==> src/rtl/rbp_pkg.sv <==
package rbp_pkg;

  typedef enum logic [1:0] {
    SW_8  = 2'd0,
    SW_16 = 2'd1,
    SW_18 = 2'd2,
    SW_24 = 2'd3
  } sw_width_e;

  function automatic logic [4:0] sw_bits(sw_width_e w);
    case (w)
      SW_8:    return 5'd8;
      SW_16:   return 5'd16;
      SW_18:   return 5'd18;
      default: return 5'd24;
    endcase
  endfunction

  function automatic logic [2:0] sw_max_pack(sw_width_e w);
    case (w)
      SW_8:    return 3'd4;
      SW_16:   return 3'd2;
      default: return 3'd1;
    endcase
  endfunction

endpackage

==> src/rtl/rbp_cfg.sv <==
module rbp_cfg
  import rbp_pkg::*;
#(
  parameter int CNT_W   = 16,
  parameter int DUMMY_W = 3,
  parameter int PACK_W  = 3,
  localparam int XFER_W = 2 * CNT_W
) (
  input  logic               clk,
  input  logic               rst_n,
  input  logic               start,
  input  logic [1:0]         cfg_width,
  input  logic               cfg_six_bit,
  input  logic [DUMMY_W-1:0] cfg_dummy,
  input  logic [PACK_W-1:0]  cfg_pack,
  input  logic [CNT_W-1:0]   cfg_lines,
  input  logic [CNT_W-1:0]   cfg_per_line,
  output sw_width_e          width_q,
  output logic               six_q,
  output logic [DUMMY_W-1:0] dummy_q,
  output logic [PACK_W-1:0]  pack_q,
  output logic [XFER_W-1:0]  total_q,
  output logic               zero_total
);

  sw_width_e          width_d;
  logic [PACK_W-1:0]  pack_d;
  logic [PACK_W-1:0]  pack_max;
  logic [XFER_W-1:0]  total_d;

  always_comb begin
    width_d  = sw_width_e'(cfg_width);
    pack_max = PACK_W'(sw_max_pack(width_d));
    pack_d   = cfg_pack;
    if (pack_d == '0)
      pack_d = PACK_W'(1);
    if (pack_d > pack_max)
      pack_d = pack_max;
    total_d    = XFER_W'(cfg_lines) * XFER_W'(cfg_per_line);
    zero_total = (cfg_lines == '0) || (cfg_per_line == '0);
  end

  always_ff @(posedge clk or negedge rst_n) begin
    if (!rst_n) begin
      width_q <= SW_8;
      six_q   <= 1'b0;
      dummy_q <= '0;
      pack_q  <= PACK_W'(1);
      total_q <= '0;
    end else if (start) begin
      width_q <= width_d;
      six_q   <= cfg_six_bit;
      dummy_q <= cfg_dummy;
      pack_q  <= pack_d;
      total_q <= total_d;
    end
  end

endmodule

==> src/rtl/rbp_fmt.sv <==
module rbp_fmt
  import rbp_pkg::*;
#(
  parameter int BUS_W = 24
) (
  input  sw_width_e          width,
  input  logic               six_bit,
  input  logic [BUS_W-1:0]   raw,
  output logic [BUS_W-1:0]   sub,
  output logic [4:0]         sub_bits
);

  logic             narrow;
  logic [BUS_W-1:0] keep;

  assign sub_bits = sw_bits(width);
  assign narrow   = six_bit && (width == SW_8);

  for (genvar i = 0; i < BUS_W; i++) begin : g_keep
    assign keep[i] = (i < int'(sub_bits)) && !(narrow && (i >= 6));
  end

  assign sub = raw & keep;

endmodule

==> src/rtl/rbp_packer.sv <==
module rbp_packer #(
  parameter int BUS_W   = 24,
  parameter int WORD_W  = 32,
  parameter int CNT_W   = 16,
  parameter int DUMMY_W = 3,
  parameter int PACK_W  = 3,
  localparam int XFER_W = 2 * CNT_W,
  localparam int SH_W   = 8
) (
  input  logic               clk,
  input  logic               rst_n,
  input  logic               start,
  input  logic               zero_total,
  input  logic               take,
  input  logic [BUS_W-1:0]   sub,
  input  logic [4:0]         sub_bits,
  input  logic [DUMMY_W-1:0] dummy_q,
  input  logic [PACK_W-1:0]  pack_q,
  input  logic [XFER_W-1:0]  total_q,
  input  logic               last_hs,
  output logic               emit,
  output logic [WORD_W-1:0]  emit_data,
  output logic               emit_last,
  output logic               accepting,
  output logic               busy
);

  logic               busy_q, busy_d;
  logic               fed_q, fed_d;
  logic [DUMMY_W-1:0] dcnt_q, dcnt_d;
  logic [PACK_W-1:0]  pos_q, pos_d;
  logic [WORD_W-1:0]  acc_q, acc_d;
  logic [XFER_W-1:0]  xcnt_q, xcnt_d;
  logic               in_dummy;
  logic               final_sub;
  logic               word_full;
  logic [SH_W-1:0]    shamt;
  logic [WORD_W-1:0]  merged;

  assign accepting = busy_q && !fed_q;
  assign busy      = busy_q;
  assign in_dummy  = dcnt_q < dummy_q;
  assign final_sub = (xcnt_q + XFER_W'(1)) == total_q;
  assign word_full = (pos_q + PACK_W'(1)) == pack_q;
  assign shamt     = SH_W'(pos_q) * SH_W'(sub_bits);
  assign merged    = acc_q | (WORD_W'(sub) << shamt);

  always_comb begin
    busy_d    = busy_q;
    fed_d     = fed_q;
    dcnt_d    = dcnt_q;
    pos_d     = pos_q;
    acc_d     = acc_q;
    xcnt_d    = xcnt_q;
    emit      = 1'b0;
    emit_data = merged;
    emit_last = final_sub;
    if (start) begin
      busy_d = !zero_total;
      fed_d  = 1'b0;
      dcnt_d = '0;
      pos_d  = '0;
      acc_d  = '0;
      xcnt_d = '0;
    end else begin
      if (take && accepting) begin
        if (in_dummy) begin
          dcnt_d = dcnt_q + DUMMY_W'(1);
        end else begin
          xcnt_d = xcnt_q + XFER_W'(1);
          if (word_full || final_sub) begin
            emit  = 1'b1;
            acc_d = '0;
            pos_d = '0;
            fed_d = final_sub;
          end else begin
            acc_d = merged;
            pos_d = pos_q + PACK_W'(1);
          end
        end
      end
      if (last_hs)
        busy_d = 1'b0;
    end
  end

  always_ff @(posedge clk or negedge rst_n) begin
    if (!rst_n) begin
      busy_q <= 1'b0;
      fed_q  <= 1'b0;
      dcnt_q <= '0;
      pos_q  <= '0;
      acc_q  <= '0;
      xcnt_q <= '0;
    end else begin
      busy_q <= busy_d;
      fed_q  <= fed_d;
      dcnt_q <= dcnt_d;
      pos_q  <= pos_d;
      acc_q  <= acc_d;
      xcnt_q <= xcnt_d;
    end
  end

endmodule

==> src/rtl/rbp_outreg.sv <==
module rbp_outreg #(
  parameter int WORD_W = 32
) (
  input  logic              clk,
  input  logic              rst_n,
  input  logic              start,
  input  logic              zero_total,
  input  logic              load,
  input  logic [WORD_W-1:0] load_data,
  input  logic              load_last,
  input  logic              wr_ready,
  output logic              wr_valid,
  output logic [WORD_W-1:0] wr_data,
  output logic              stall,
  output logic              last_hs,
  output logic              done
);

  logic              valid_q, valid_d;
  logic              last_q, last_d;
  logic [WORD_W-1:0] data_q;
  logic              done_q, done_d;
  logic              hs;

  assign hs       = valid_q && wr_ready;
  assign last_hs  = hs && last_q;
  assign stall    = valid_q && !wr_ready;
  assign wr_valid = valid_q;
  assign wr_data  = data_q;
  assign done     = done_q;

  always_comb begin
    valid_d = valid_q;
    last_d  = last_q;
    done_d  = 1'b0;
    if (start) begin
      valid_d = 1'b0;
      last_d  = 1'b0;
      done_d  = zero_total;
    end else begin
      done_d = last_hs;
      if (load) begin
        valid_d = 1'b1;
        last_d  = load_last;
      end else if (hs) begin
        valid_d = 1'b0;
        last_d  = 1'b0;
      end
    end
  end

  always_ff @(posedge clk or negedge rst_n) begin
    if (!rst_n) begin
      valid_q <= 1'b0;
      last_q  <= 1'b0;
      done_q  <= 1'b0;
    end else begin
      valid_q <= valid_d;
      last_q  <= last_d;
      done_q  <= done_d;
    end
  end

  always_ff @(posedge clk or negedge rst_n) begin
    if (!rst_n)
      data_q <= '0;
    else if (load && !start)
      data_q <= load_data;
  end

endmodule

==> src/rtl/rdback_packer.sv <==
module rdback_packer
  import rbp_pkg::*;
#(
  parameter int BUS_W   = 24,
  parameter int WORD_W  = 32,
  parameter int CNT_W   = 16,
  parameter int DUMMY_W = 3,
  parameter int PACK_W  = 3,
  localparam int XFER_W = 2 * CNT_W
) (
  input  logic               clk,
  input  logic               rst_n,
  input  logic               start,
  input  logic [1:0]         cfg_width,
  input  logic               cfg_six_bit,
  input  logic [DUMMY_W-1:0] cfg_dummy,
  input  logic [PACK_W-1:0]  cfg_pack,
  input  logic [CNT_W-1:0]   cfg_lines,
  input  logic [CNT_W-1:0]   cfg_per_line,
  input  logic               bus_strobe,
  input  logic [BUS_W-1:0]   bus_data,
  output logic               bus_stall,
  output logic               wr_valid,
  input  logic               wr_ready,
  output logic [WORD_W-1:0]  wr_data,
  output logic               busy,
  output logic               done
);

  sw_width_e          width_q;
  logic               six_q;
  logic [DUMMY_W-1:0] dummy_q;
  logic [PACK_W-1:0]  pack_q;
  logic [XFER_W-1:0]  total_q;
  logic               zero_total;
  logic [BUS_W-1:0]   sub;
  logic [4:0]         sub_bits;
  logic               take;
  logic               emit;
  logic [WORD_W-1:0]  emit_data;
  logic               emit_last;
  logic               accepting;
  logic               last_hs;
  logic               stall;

  assign take      = bus_strobe && !stall;
  assign bus_stall = stall;

  rbp_cfg #(
    .CNT_W(CNT_W), .DUMMY_W(DUMMY_W), .PACK_W(PACK_W)
  ) u_cfg (
    .clk(clk), .rst_n(rst_n), .start(start),
    .cfg_width(cfg_width), .cfg_six_bit(cfg_six_bit),
    .cfg_dummy(cfg_dummy), .cfg_pack(cfg_pack),
    .cfg_lines(cfg_lines), .cfg_per_line(cfg_per_line),
    .width_q(width_q), .six_q(six_q), .dummy_q(dummy_q),
    .pack_q(pack_q), .total_q(total_q), .zero_total(zero_total)
  );

  rbp_fmt #(.BUS_W(BUS_W)) u_fmt (
    .width(width_q), .six_bit(six_q), .raw(bus_data),
    .sub(sub), .sub_bits(sub_bits)
  );

  rbp_packer #(
    .BUS_W(BUS_W), .WORD_W(WORD_W), .CNT_W(CNT_W),
    .DUMMY_W(DUMMY_W), .PACK_W(PACK_W)
  ) u_pack (
    .clk(clk), .rst_n(rst_n), .start(start), .zero_total(zero_total),
    .take(take), .sub(sub), .sub_bits(sub_bits),
    .dummy_q(dummy_q), .pack_q(pack_q), .total_q(total_q),
    .last_hs(last_hs), .emit(emit), .emit_data(emit_data),
    .emit_last(emit_last), .accepting(accepting), .busy(busy)
  );

  rbp_outreg #(.WORD_W(WORD_W)) u_out (
    .clk(clk), .rst_n(rst_n), .start(start), .zero_total(zero_total),
    .load(emit), .load_data(emit_data), .load_last(emit_last),
    .wr_ready(wr_ready), .wr_valid(wr_valid), .wr_data(wr_data),
    .stall(stall), .last_hs(last_hs), .done(done)
  );

endmodule

==> config.mk <==
export PLATFORM = sky130hd
export DESIGN_NAME = rdback_packer
export DESIGN_NICKNAME = d
export VERILOG_FILES = /design/src/rtl/rbp_pkg.sv /design/src/rtl/rbp_cfg.sv /design/src/rtl/rbp_fmt.sv /design/src/rtl/rbp_packer.sv /design/src/rtl/rbp_outreg.sv /design/src/rtl/rdback_packer.sv
export SDC_FILE = /design/constraint.sdc
export NUM_CORES = 1
export LEC_CHECK = 0
export ABC_CLOCK_PERIOD_IN_PS = 6350
export BUFFER_PORTS_ARGS = -buffer_cell sky130_fd_sc_hd__buf_2
export CORE_AREA = 2 2 270 139
export CTS_BUF_LIST = sky130_fd_sc_hd__clkbuf_16
export CTS_CLUSTER_DIAMETER = 100
export DETAILED_ROUTE_END_ITERATION = 10
export DIE_AREA = 0 0 272 141
export PLACE_DENSITY = 0.63
export SYNTH_ARGS = -nofsm -noshare
export SYNTH_HDL_FRONTEND = slang
export SYNTH_SLANG_ARGS = --single-unit
==> constraint.sdc <==
create_clock -name clk -period 6.35 [get_ports clk]
set_input_delay 0.635 -clock clk [delete_from_list [all_inputs] [get_ports clk]]
set_output_delay 0.635 -clock clk [all_outputs]
set_load 0.1 [all_outputs]
==> impl_metrics.env, run 1 <==
export IMPL_n_antenna_cell=0
export IMPL_grt_pass1_vias=14600
export IMPL_top_layer="met5"
export IMPL_p_leak_nw=9.62
export IMPL_finalCritPeriodShare=0.968
export IMPL_synth_area_top_cells="fa_1 22%, dfrtp_1 21%, ha_1 8.7%"
export IMPL_synthSimpleGateAreaFrac=0.192
export IMPL_syn_cell_area_um2=17700
export IMPL_maxSlewViolCount=0
export IMPL_std_cell_rows=50
export IMPL_clock_path_buffers=2
export IMPL_ys_flop_type="dfrtp_1"
export IMPL_drv_cap=0
export IMPL_die_w_um=272
export IMPL_antenna_found_initial=1
export IMPL_async_flop_share=1.00
export IMPL_wl_per_cell_um=19.9
export IMPL_start_kind="primary input"
export IMPL_vdd_drop_max_mv=0.779
export IMPL_boundaryPins=106
export IMPL_finalClockSkew_ps=12.8
export IMPL_synth_most_common_cell="inv_1"
export IMPL_period_minus_slack_ps=6150
export IMPL_cts_made_buffers=17
export IMPL_power_frac_seq=0.128
export IMPL_r2r_setup_slack_ps=1120
export IMPL_core_area_um2=36300
export IMPL_switching_power_mw=4.79
export IMPL_pre_cts_ws_ps=-253
export IMPL_grt_remaining_overflow=0
export IMPL_hpwl_mm=43.2
export IMPL_comb_power_share=0.768
export IMPL_synth_top_family_by_area="adder cells"
export IMPL_syn_nets=2403
export IMPL_syn_mean_instance_area_um2=8.80
export IMPL_status="finished clean"
export IMPL_r2r_start="u_cfg.width_q[0]$_DFFE_PN0P_"
export IMPL_hp_class="in2async"
export IMPL_tns_ps=0
export IMPL_swShare=0.482
export IMPL_area_growth_pct=12.2
export IMPL_worstPathArrival_ps=6460
export IMPL_p_clk_frac=0.104
export IMPL_power_density_nw_per_um2=499
export IMPL_wl_met1_mm=27.2
export IMPL_utilization=0.547
export IMPL_clk_pin_slew_ps=70
export IMPL_startpoint="cfg_per_line[4]"
export IMPL_crit_fanout=11
export IMPL_clk_insertion_delay_late_ps=440
export IMPL_synth_edf_count=0
export IMPL_required_ps=6670
export IMPL_htreeDepth=4
export IMPL_yosys_area_share_xor_xnor=0.0435
export IMPL_crit_path_end_kind="register"
export IMPL_clock_sinks=148
export IMPL_post_cts_buffers=0
export IMPL_vias=14900
export IMPL_synth_adder_area_share=0.307
export IMPL_gp_congestion=0.995
export IMPL_dr_pass1_iters=5
export IMPL_reg2reg_depth=14
export IMPL_yosysSeqAreaShare=0.209
export IMPL_ys_types=84
export IMPL_worstSetupPathType="in2reg"
export IMPL_slew_headroom=0.139
export IMPL_wl_met2_mm=19.0
export IMPL_cts_root_buffer="clkbuf_16"
export IMPL_hold_violations=0
export IMPL_wl_met3_mm=6.11
export IMPL_ys_ff_latch=148
export IMPL_drtIter0Drc=1444
export IMPL_p_int_mw=5.14
export IMPL_synth_top_area_frac=0.220
export IMPL_die_h_um=141
export IMPL_drcViolationCount=0
export IMPL_worst_hold_slack_ps=190
export IMPL_synth_compound_area_frac=0.117
export IMPL_worst_slack_ps=202
export IMPL_grt_pass1_wl_mm=83.6
export IMPL_cts_tree="done"
export IMPL_fmax_mhz=163
export IMPL_cts_resized=0
export IMPL_port_buffers=105
export IMPL_yosys_warnings=0
export IMPL_yosys_top_cells_count="289 x inv_1, 246 x nand2_1, 195 x fa_1, 147 x dfrtp_1, 130 x and2_1"
export IMPL_yosys_mux_area_fraction=0.0464
export IMPL_n_fill_cell=3355
export IMPL_wirelength_mm=52.7
export IMPL_final_nets=2531
export IMPL_grt_max_degree=77
export IMPL_drtAntennaViolNets=0
export IMPL_vias_per_cell=5.64
export IMPL_syn_inst=2015
export IMPL_finalNonFillerCells=2650
export IMPL_dpl_cell_count=2618
export IMPL_grt_total_usage=0.283
export IMPL_setup_viol=0
export IMPL_rsz0062_at_grt="false"
export IMPL_drive_above_1_share=0.141
export IMPL_cts_hold_buffers=0
export IMPL_r2r_end="u_out.wr_data[30]$_DFFE_PN0P_"
export IMPL_tightest_slew_ps=1290
export IMPL_dieArea_um2=38400
export IMPL_initial_core_util=0.488
export IMPL_critical_path_endpoint="u_cfg.total_q[27]$_DFFE_PN0P_"
export IMPL_synth_top_area_cell="fa_1"
[power by group through the flow]
stage | registers, mW | logic, mW | clock network [mW]
detailed placement | 1.28 | 7.47 | 0
global placement | 1.28 | 7.38 | 0
CTS | 1.27 | 7.56 | 1.04
floorplan | 1.62 | 4.91 | 0
global route | 1.29 | 8.57 | 1.10
finish | 1.27 | 7.63 | 1.03
[per-layer routing]
layer  vias to the layer above  global-route usage
li1                       6865                   -
met1                      7446               0.475
met2                       580               0.341
met3                        38              0.0985
met4                         4              0.0298
met5                         -              0.0138
[worst max-delay path: stages]
cell and delay [ps]:
buf_2 180, and2_1 180, fa_1 530, inv_1 50
fa_1 490, fa_1 440, fa_1 540, inv_1 50
fa_1 480, inv_1 50, fa_1 490, inv_1 50
ha_1 300, and3_1 200, o21ai_0 100, o21ai_0 190
buf_4 160, or3b_2 500, a31oi_1 150, buf_4 160
a31oi_1 100, xnor2_1 150, mux2_2 270
[cell families after synthesis]
group / Yosys count
compound gates: 307
simple gates: 689
fa+ha+maj: 318
flops: 148
buf+inv: 392
xor+xnor: 88
mux: 73
[layout by cell type (no fill, tap or decap), types with 21 or more instances in the layout]
cell and instances:
xnor2_1 58, inv_1 289, dfrtp_1 147, o21ai_0 46, mux2i_1 39, nor3_1 27
nor2_1 119, a21o_1 21, ha_1 123, mux2_2 25, and2_1 130, nand3_1 32
nand2_1 246, buf_4 105, a21oi_1 85, buf_2 99, fa_1 194, xor2_1 30
nor4_1 22
[through the flow]
| stage | area [µm²] | power (mW) |
|---|---|---|
| final | 19900 | 9.93 |
| after global routing | 19900 | 11.0 |
| after CTS | 19900 | 9.87 |
| after detailed placement | 19300 | 8.75 |
| after global placement | 19300 | 8.66 |
| after floorplan | 17700 | 6.53 |
[registers in the layout (all words and copies together) (netlist names)]
register	cells
u_out.wr_data	32
u_pack.pos_q	3
u_pack.xcnt_q	32
u_pack.acc_q	32
u_out.last_q	1
u_cfg.pack_q	3
u_pack.busy	1
u_out.wr_valid	1
u_out.done	1
u_cfg.six_q	1
u_pack.fed_q	1
u_cfg.total_q	32
u_pack.dcnt_q	3
u_cfg.width_q	2
u_cfg.dummy_q	3
[cell type report]
| type | instances | area [µm²] | area share |
|---|---|---|---|
| Clock inverter | 15 | 155 | 0.00780 |
| Multi-Input combinational cell | 1475 | 12500 | 0.630 |
| Sequential cell | 148 | 3700 | 0.186 |
| Timing Repair Buffer | 211 | 1370 | 0.0686 |
| Inverter | 290 | 1090 | 0.0547 |
| Tap cell | 494 | 618 | 0.0311 |
| Clock buffer | 17 | 425 | 0.0214 |
[worst min-delay path by stage]
stage | to | slack (ps) | cells after the start
6_report | u_pack.acc_q[0]$_DFFE_PN0P_ | 190 | 1
5_1_grt | u_pack.acc_q[0]$_DFFE_PN0P_ | 260 | 1
4_1_cts | u_pack.acc_q[0]$_DFFE_PN0P_ | 250 | 1
3_5_place_dp | u_pack.acc_q[29]$_DFFE_PN0P_ | 470 | 2
3_3_place_gp | u_pack.acc_q[28]$_DFFE_PN0P_ | 460 | 2
2_1_floorplan | u_cfg.dummy_q[0]$_DFFE_PN0P_ | 340 | 0
Power figures use the tool's default switching activity.
==> run 2: changes to the inputs <==
--- a/config.mk
+++ b/config.mk
@@ -7,12 +7,13 @@
 export LEC_CHECK = 0
 export ABC_CLOCK_PERIOD_IN_PS = 6350
 export BUFFER_PORTS_ARGS = -buffer_cell sky130_fd_sc_hd__buf_2
-export CORE_AREA = 2 2 270 139
+export CORE_AREA = 2 2 279 143
 export CTS_BUF_LIST = sky130_fd_sc_hd__clkbuf_16
 export CTS_CLUSTER_DIAMETER = 100
 export DETAILED_ROUTE_END_ITERATION = 10
-export DIE_AREA = 0 0 272 141
+export DIE_AREA = 0 0 281 145
 export PLACE_DENSITY = 0.63
 export SYNTH_ARGS = -nofsm -noshare
 export SYNTH_HDL_FRONTEND = slang
+export SYNTH_HIERARCHICAL = 1
 export SYNTH_SLANG_ARGS = --single-unit
==> run 2 against run 1 <==
Critical path depth stayed put. Hold slack better by 37 ps. Setup slack better by 90 ps. Via count is 5.8% higher. First-iteration DRC count is 12% higher. Die area is 6.2% higher. Largest power group unchanged. Clock skew is 2.5 ps higher. Sequential share of layout area is 1.1 points lower. Sequential power is 4% lower. The flow now finishes with violations (max-capacitance violations, max-slew violations). Non-clock buffer count is 8 higher. Final area is 6.0% higher. Highest routed layer is now met4. Critical endpoint is now u_cfg/total_q[30]$_DFFE_PN0P_.
==> impl_metrics.env, run 2 <==
export IMPL_status="finished with violations"
export IMPL_violations="max-capacitance violations, max-slew violations"
export IMPL_crit_path_end_kind="register"
export IMPL_finalClockSkew_ps=15.3
export IMPL_core_area_um2=38400
export IMPL_cp_slowest_stage_delay_ps=530
export IMPL_final_cell_mix="263 x nand2_1, 261 x inv_1, 198 x fa_1, 147 x dfrtp_1, 140 x and2_1"
export IMPL_post_cts_buffers=0
export IMPL_area_growth_pct=11.5
export IMPL_vdd_drop_max_mv=0.700
export IMPL_switching_power_mw=5.57
export IMPL_cp_num_buf_inv=8
export IMPL_clock_path_buffers=2
export IMPL_syn_mean_instance_area_um2=8.97
export IMPL_cts_tree="done"
export IMPL_yosys_top_cells_count="263 x nand2_1, 261 x inv_1, 198 x fa_1, 147 x dfrtp_1, 140 x and2_1"
export IMPL_drcViolationCount=0
export IMPL_hold_violations=0
export IMPL_wirelength_mm=57.0
export IMPL_drtIter0Drc=1617
export IMPL_yosys_warnings=6
export IMPL_vias_per_cell=5.69
export IMPL_start_kind="primary input"
export IMPL_initial_core_util=0.493
export IMPL_drtAntennaViolNets=0
export IMPL_layout_commonest_cell="nand2_1"
export IMPL_synth_top_area_frac=0.210
export IMPL_die_w_um=281
export IMPL_wl_per_cell_um=20.5
export IMPL_r2r_setup_slack_ps=970
export IMPL_rsz0062_at_grt="false"
export IMPL_ys_ff_latch=148
export IMPL_boundaryPins=106
export IMPL_clk_insertion_delay_late_ps=440
export IMPL_slew_headroom=-0.00160
export IMPL_crit_family="adder cells"
export IMPL_hp_class="in2async"
export IMPL_p_clk_frac=0.089
export IMPL_comb_power_share=0.804
export IMPL_worstPathArrival_ps=6420
export IMPL_synth_edf_count=0
export IMPL_grt_total_usage=0.290
export IMPL_synth_most_common_cell="nand2_1"
export IMPL_cts_hold_buffers=0
export IMPL_crit_top_cell="fa_1"
export IMPL_worstSetupPathType="in2reg"
export IMPL_worst_hold_slack_ps=227
export IMPL_grt_remaining_overflow=0
export IMPL_dpl_cell_count=2743
export IMPL_p_int_mw=5.75
export IMPL_async_flop_share=1.00
export IMPL_clock_sinks=148
export IMPL_htreeDepth=4
export IMPL_syn_cell_area_um2=18900
export IMPL_antenna_found_initial=2
export IMPL_std_cell_rows=51
export IMPL_port_buffers=105
export IMPL_crit_chain="buf_2 > buf_4 > nand2_1 > fa_1 > inv_1 > fa_1 > inv_1 > fa_1 > inv_1 > fa_1 > fa_1 > ha_1 > ha_1 > nand2_1 > nor2_1 > nand3_1 > nor4_1 > buf_4 > nand4b_1 > buf_4 > a31oi_2 > buf_4 > mux2i_1"
export IMPL_final_nets=2624
export IMPL_tightest_slew_ps=1490
export IMPL_drv_cap=1
export IMPL_die_h_um=145
export IMPL_cts_made_buffers=17
export IMPL_swShare=0.492
export IMPL_crit_fanout=10
export IMPL_grt_max_degree=81
export IMPL_ys_types=91
export IMPL_cp_slowest_cell="fa_1"
export IMPL_n_fill_cell=3580
export IMPL_gp_congestion=1.02
export IMPL_grt_pass1_wl_mm=91.2
export IMPL_drive_above_1_share=0.168
export IMPL_synth_top_area_cell="fa_1"
export IMPL_dieArea_um2=40700
export IMPL_fmax_mhz=165
export IMPL_grt_pass1_vias=15600
export IMPL_hpwl_mm=46.9
export IMPL_yosysSeqAreaShare=0.196
export IMPL_p_leak_nw=10.2
export IMPL_vias=15800
export IMPL_dr_pass1_iters=6
export IMPL_clk_pin_slew_ps=70
export IMPL_finalNonFillerCells=2776
export IMPL_synth_area_top_cells="fa_1 21%, dfrtp_1 19%, ha_1 8.2%"
export IMPL_cts_root_buffer="clkbuf_16"
export IMPL_syn_inst=2109
export IMPL_power_frac_seq=0.108
export IMPL_maxSlewViolCount=1
export IMPL_required_ps=6710
export IMPL_power_density_nw_per_um2=537
export IMPL_finalCritPeriodShare=0.954
export IMPL_ys_flop_type="dfrtp_1"
export IMPL_setup_viol=0
export IMPL_period_minus_slack_ps=6060
## run 2: changes by cell type in the layout (fill, tap and decap cells not counted), sizes merged, moves of 8 or more
cell and delta:
a21oi +19, buf +11, nor3 +14, mux2 +31, o31ai -8, mux4 +8
nand3 +8, xnor2 +8, nand2 +18, and2 +11, a21o +8, a21boi +21
inv -26
## run 2: final timing paths
check / start / endpoint / cells past startpoint
max in group asynchronous: rst_n / u_pack/dcnt_q[0]$_DFFE_PN0P_ / 2
min in group clk: cfg_dummy[0] / u_cfg/dummy_q[0]$_DFFE_PN0P_ / 2
max reg2reg: u_pack/xcnt_q[0]$_DFFE_PN0P_ / u_out/wr_data[17]$_DFFE_PN0P_ / 13
max: cfg_lines[9] / u_cfg/total_q[30]$_DFFE_PN0P_ / 23
min reg2reg: u_cfg/pack_q[0]$_DFFE_PN1P_ / u_cfg/pack_q[0]$_DFFE_PN1P_ / 2
min: rst_n / u_cfg/six_q$_DFFE_PN0P_ / 1
## run 2: power groups by stage
stage	registers [mW]	logic (mW)	clock network [mW]
global route	1.24	10.1	1.07
detailed placement	1.24	8.86	0
finish	1.22	9.10	1.00
global placement	1.23	8.84	0
CTS	1.22	8.95	1.02
floorplan	1.27	5.82	0
## run 2: repair_timing
item                                    4_1_cts  5_1_grt
resized for setup                             0        4
hold endpoints to repair                      0        0
endpoints found under the setup margin        0        4
## run 2: kinds of logic (layout without fill, tap and decap cells)
group                    Yosys count  in the layout  share of synthesized area
AND/OR/NAND/NOR                  731            731                      0.192
buffers and inverters            377            512                     0.0821
adder cells (fa/ha/maj)          323            323                      0.292
AO/OA/AOI/OAI                    311            311                      0.111
flip-flops                       148            148                      0.196
multiplexers                     118            118                     0.0794
XOR/XNOR                         100            100                     0.0467
other                              1              3                   0.000198
## run 2: final cells by class
type / instances / area, µm² / area share
inverters: 261 / 980 / 0.0465
clock buffers: 17 / 425 / 0.0202
multi-input cells: 1585 / 13700 / 0.650
repair buffers: 219 / 1470 / 0.0696
flip-flops and latches: 148 / 3700 / 0.176
well taps: 530 / 663 / 0.0315
diodes: 1 / 2.50 / 0.000119
clock inverters: 15 / 144 / 0.00683
## run 2: per-stage QoR
step	total power [mW]	setup TNS (ps)	util	worst slack (ps)	area, µm²
after floorplan	7.09	0	-	116	18900
after global placement	10.1	-303	0.534	-189	20500
after detailed placement	10.1	-401	0.534	-209	20500
final	11.3	0	0.550	292	21100
after CTS	11.2	0	0.549	212	21100
after global routing	12.4	0	0.550	39.3	21100
## run 2: layer usage
layer  GRT usage  routed length, µm  vias to the layer above
met5           0                  0                        -
met2       0.330              19200                      726
li1            -                  -                     7188
met1       0.497              29800                     7864
met3       0.117               7870                       23
met4      0.0241                187                        0
## run 2: worst reg2reg max path, stage by stage, from the launching register on
cell and delay (ps):
dfrtp_1 530, ha_1 560, nand3_1 320, nor2_1 440, nand4_1 170, xnor2_1 250, a2111oi_0 650, nand4_1 170
and4bb_4 410, or2_2 220, and3_1 230, nor2b_4 640, buf_4 350, mux2_4 320
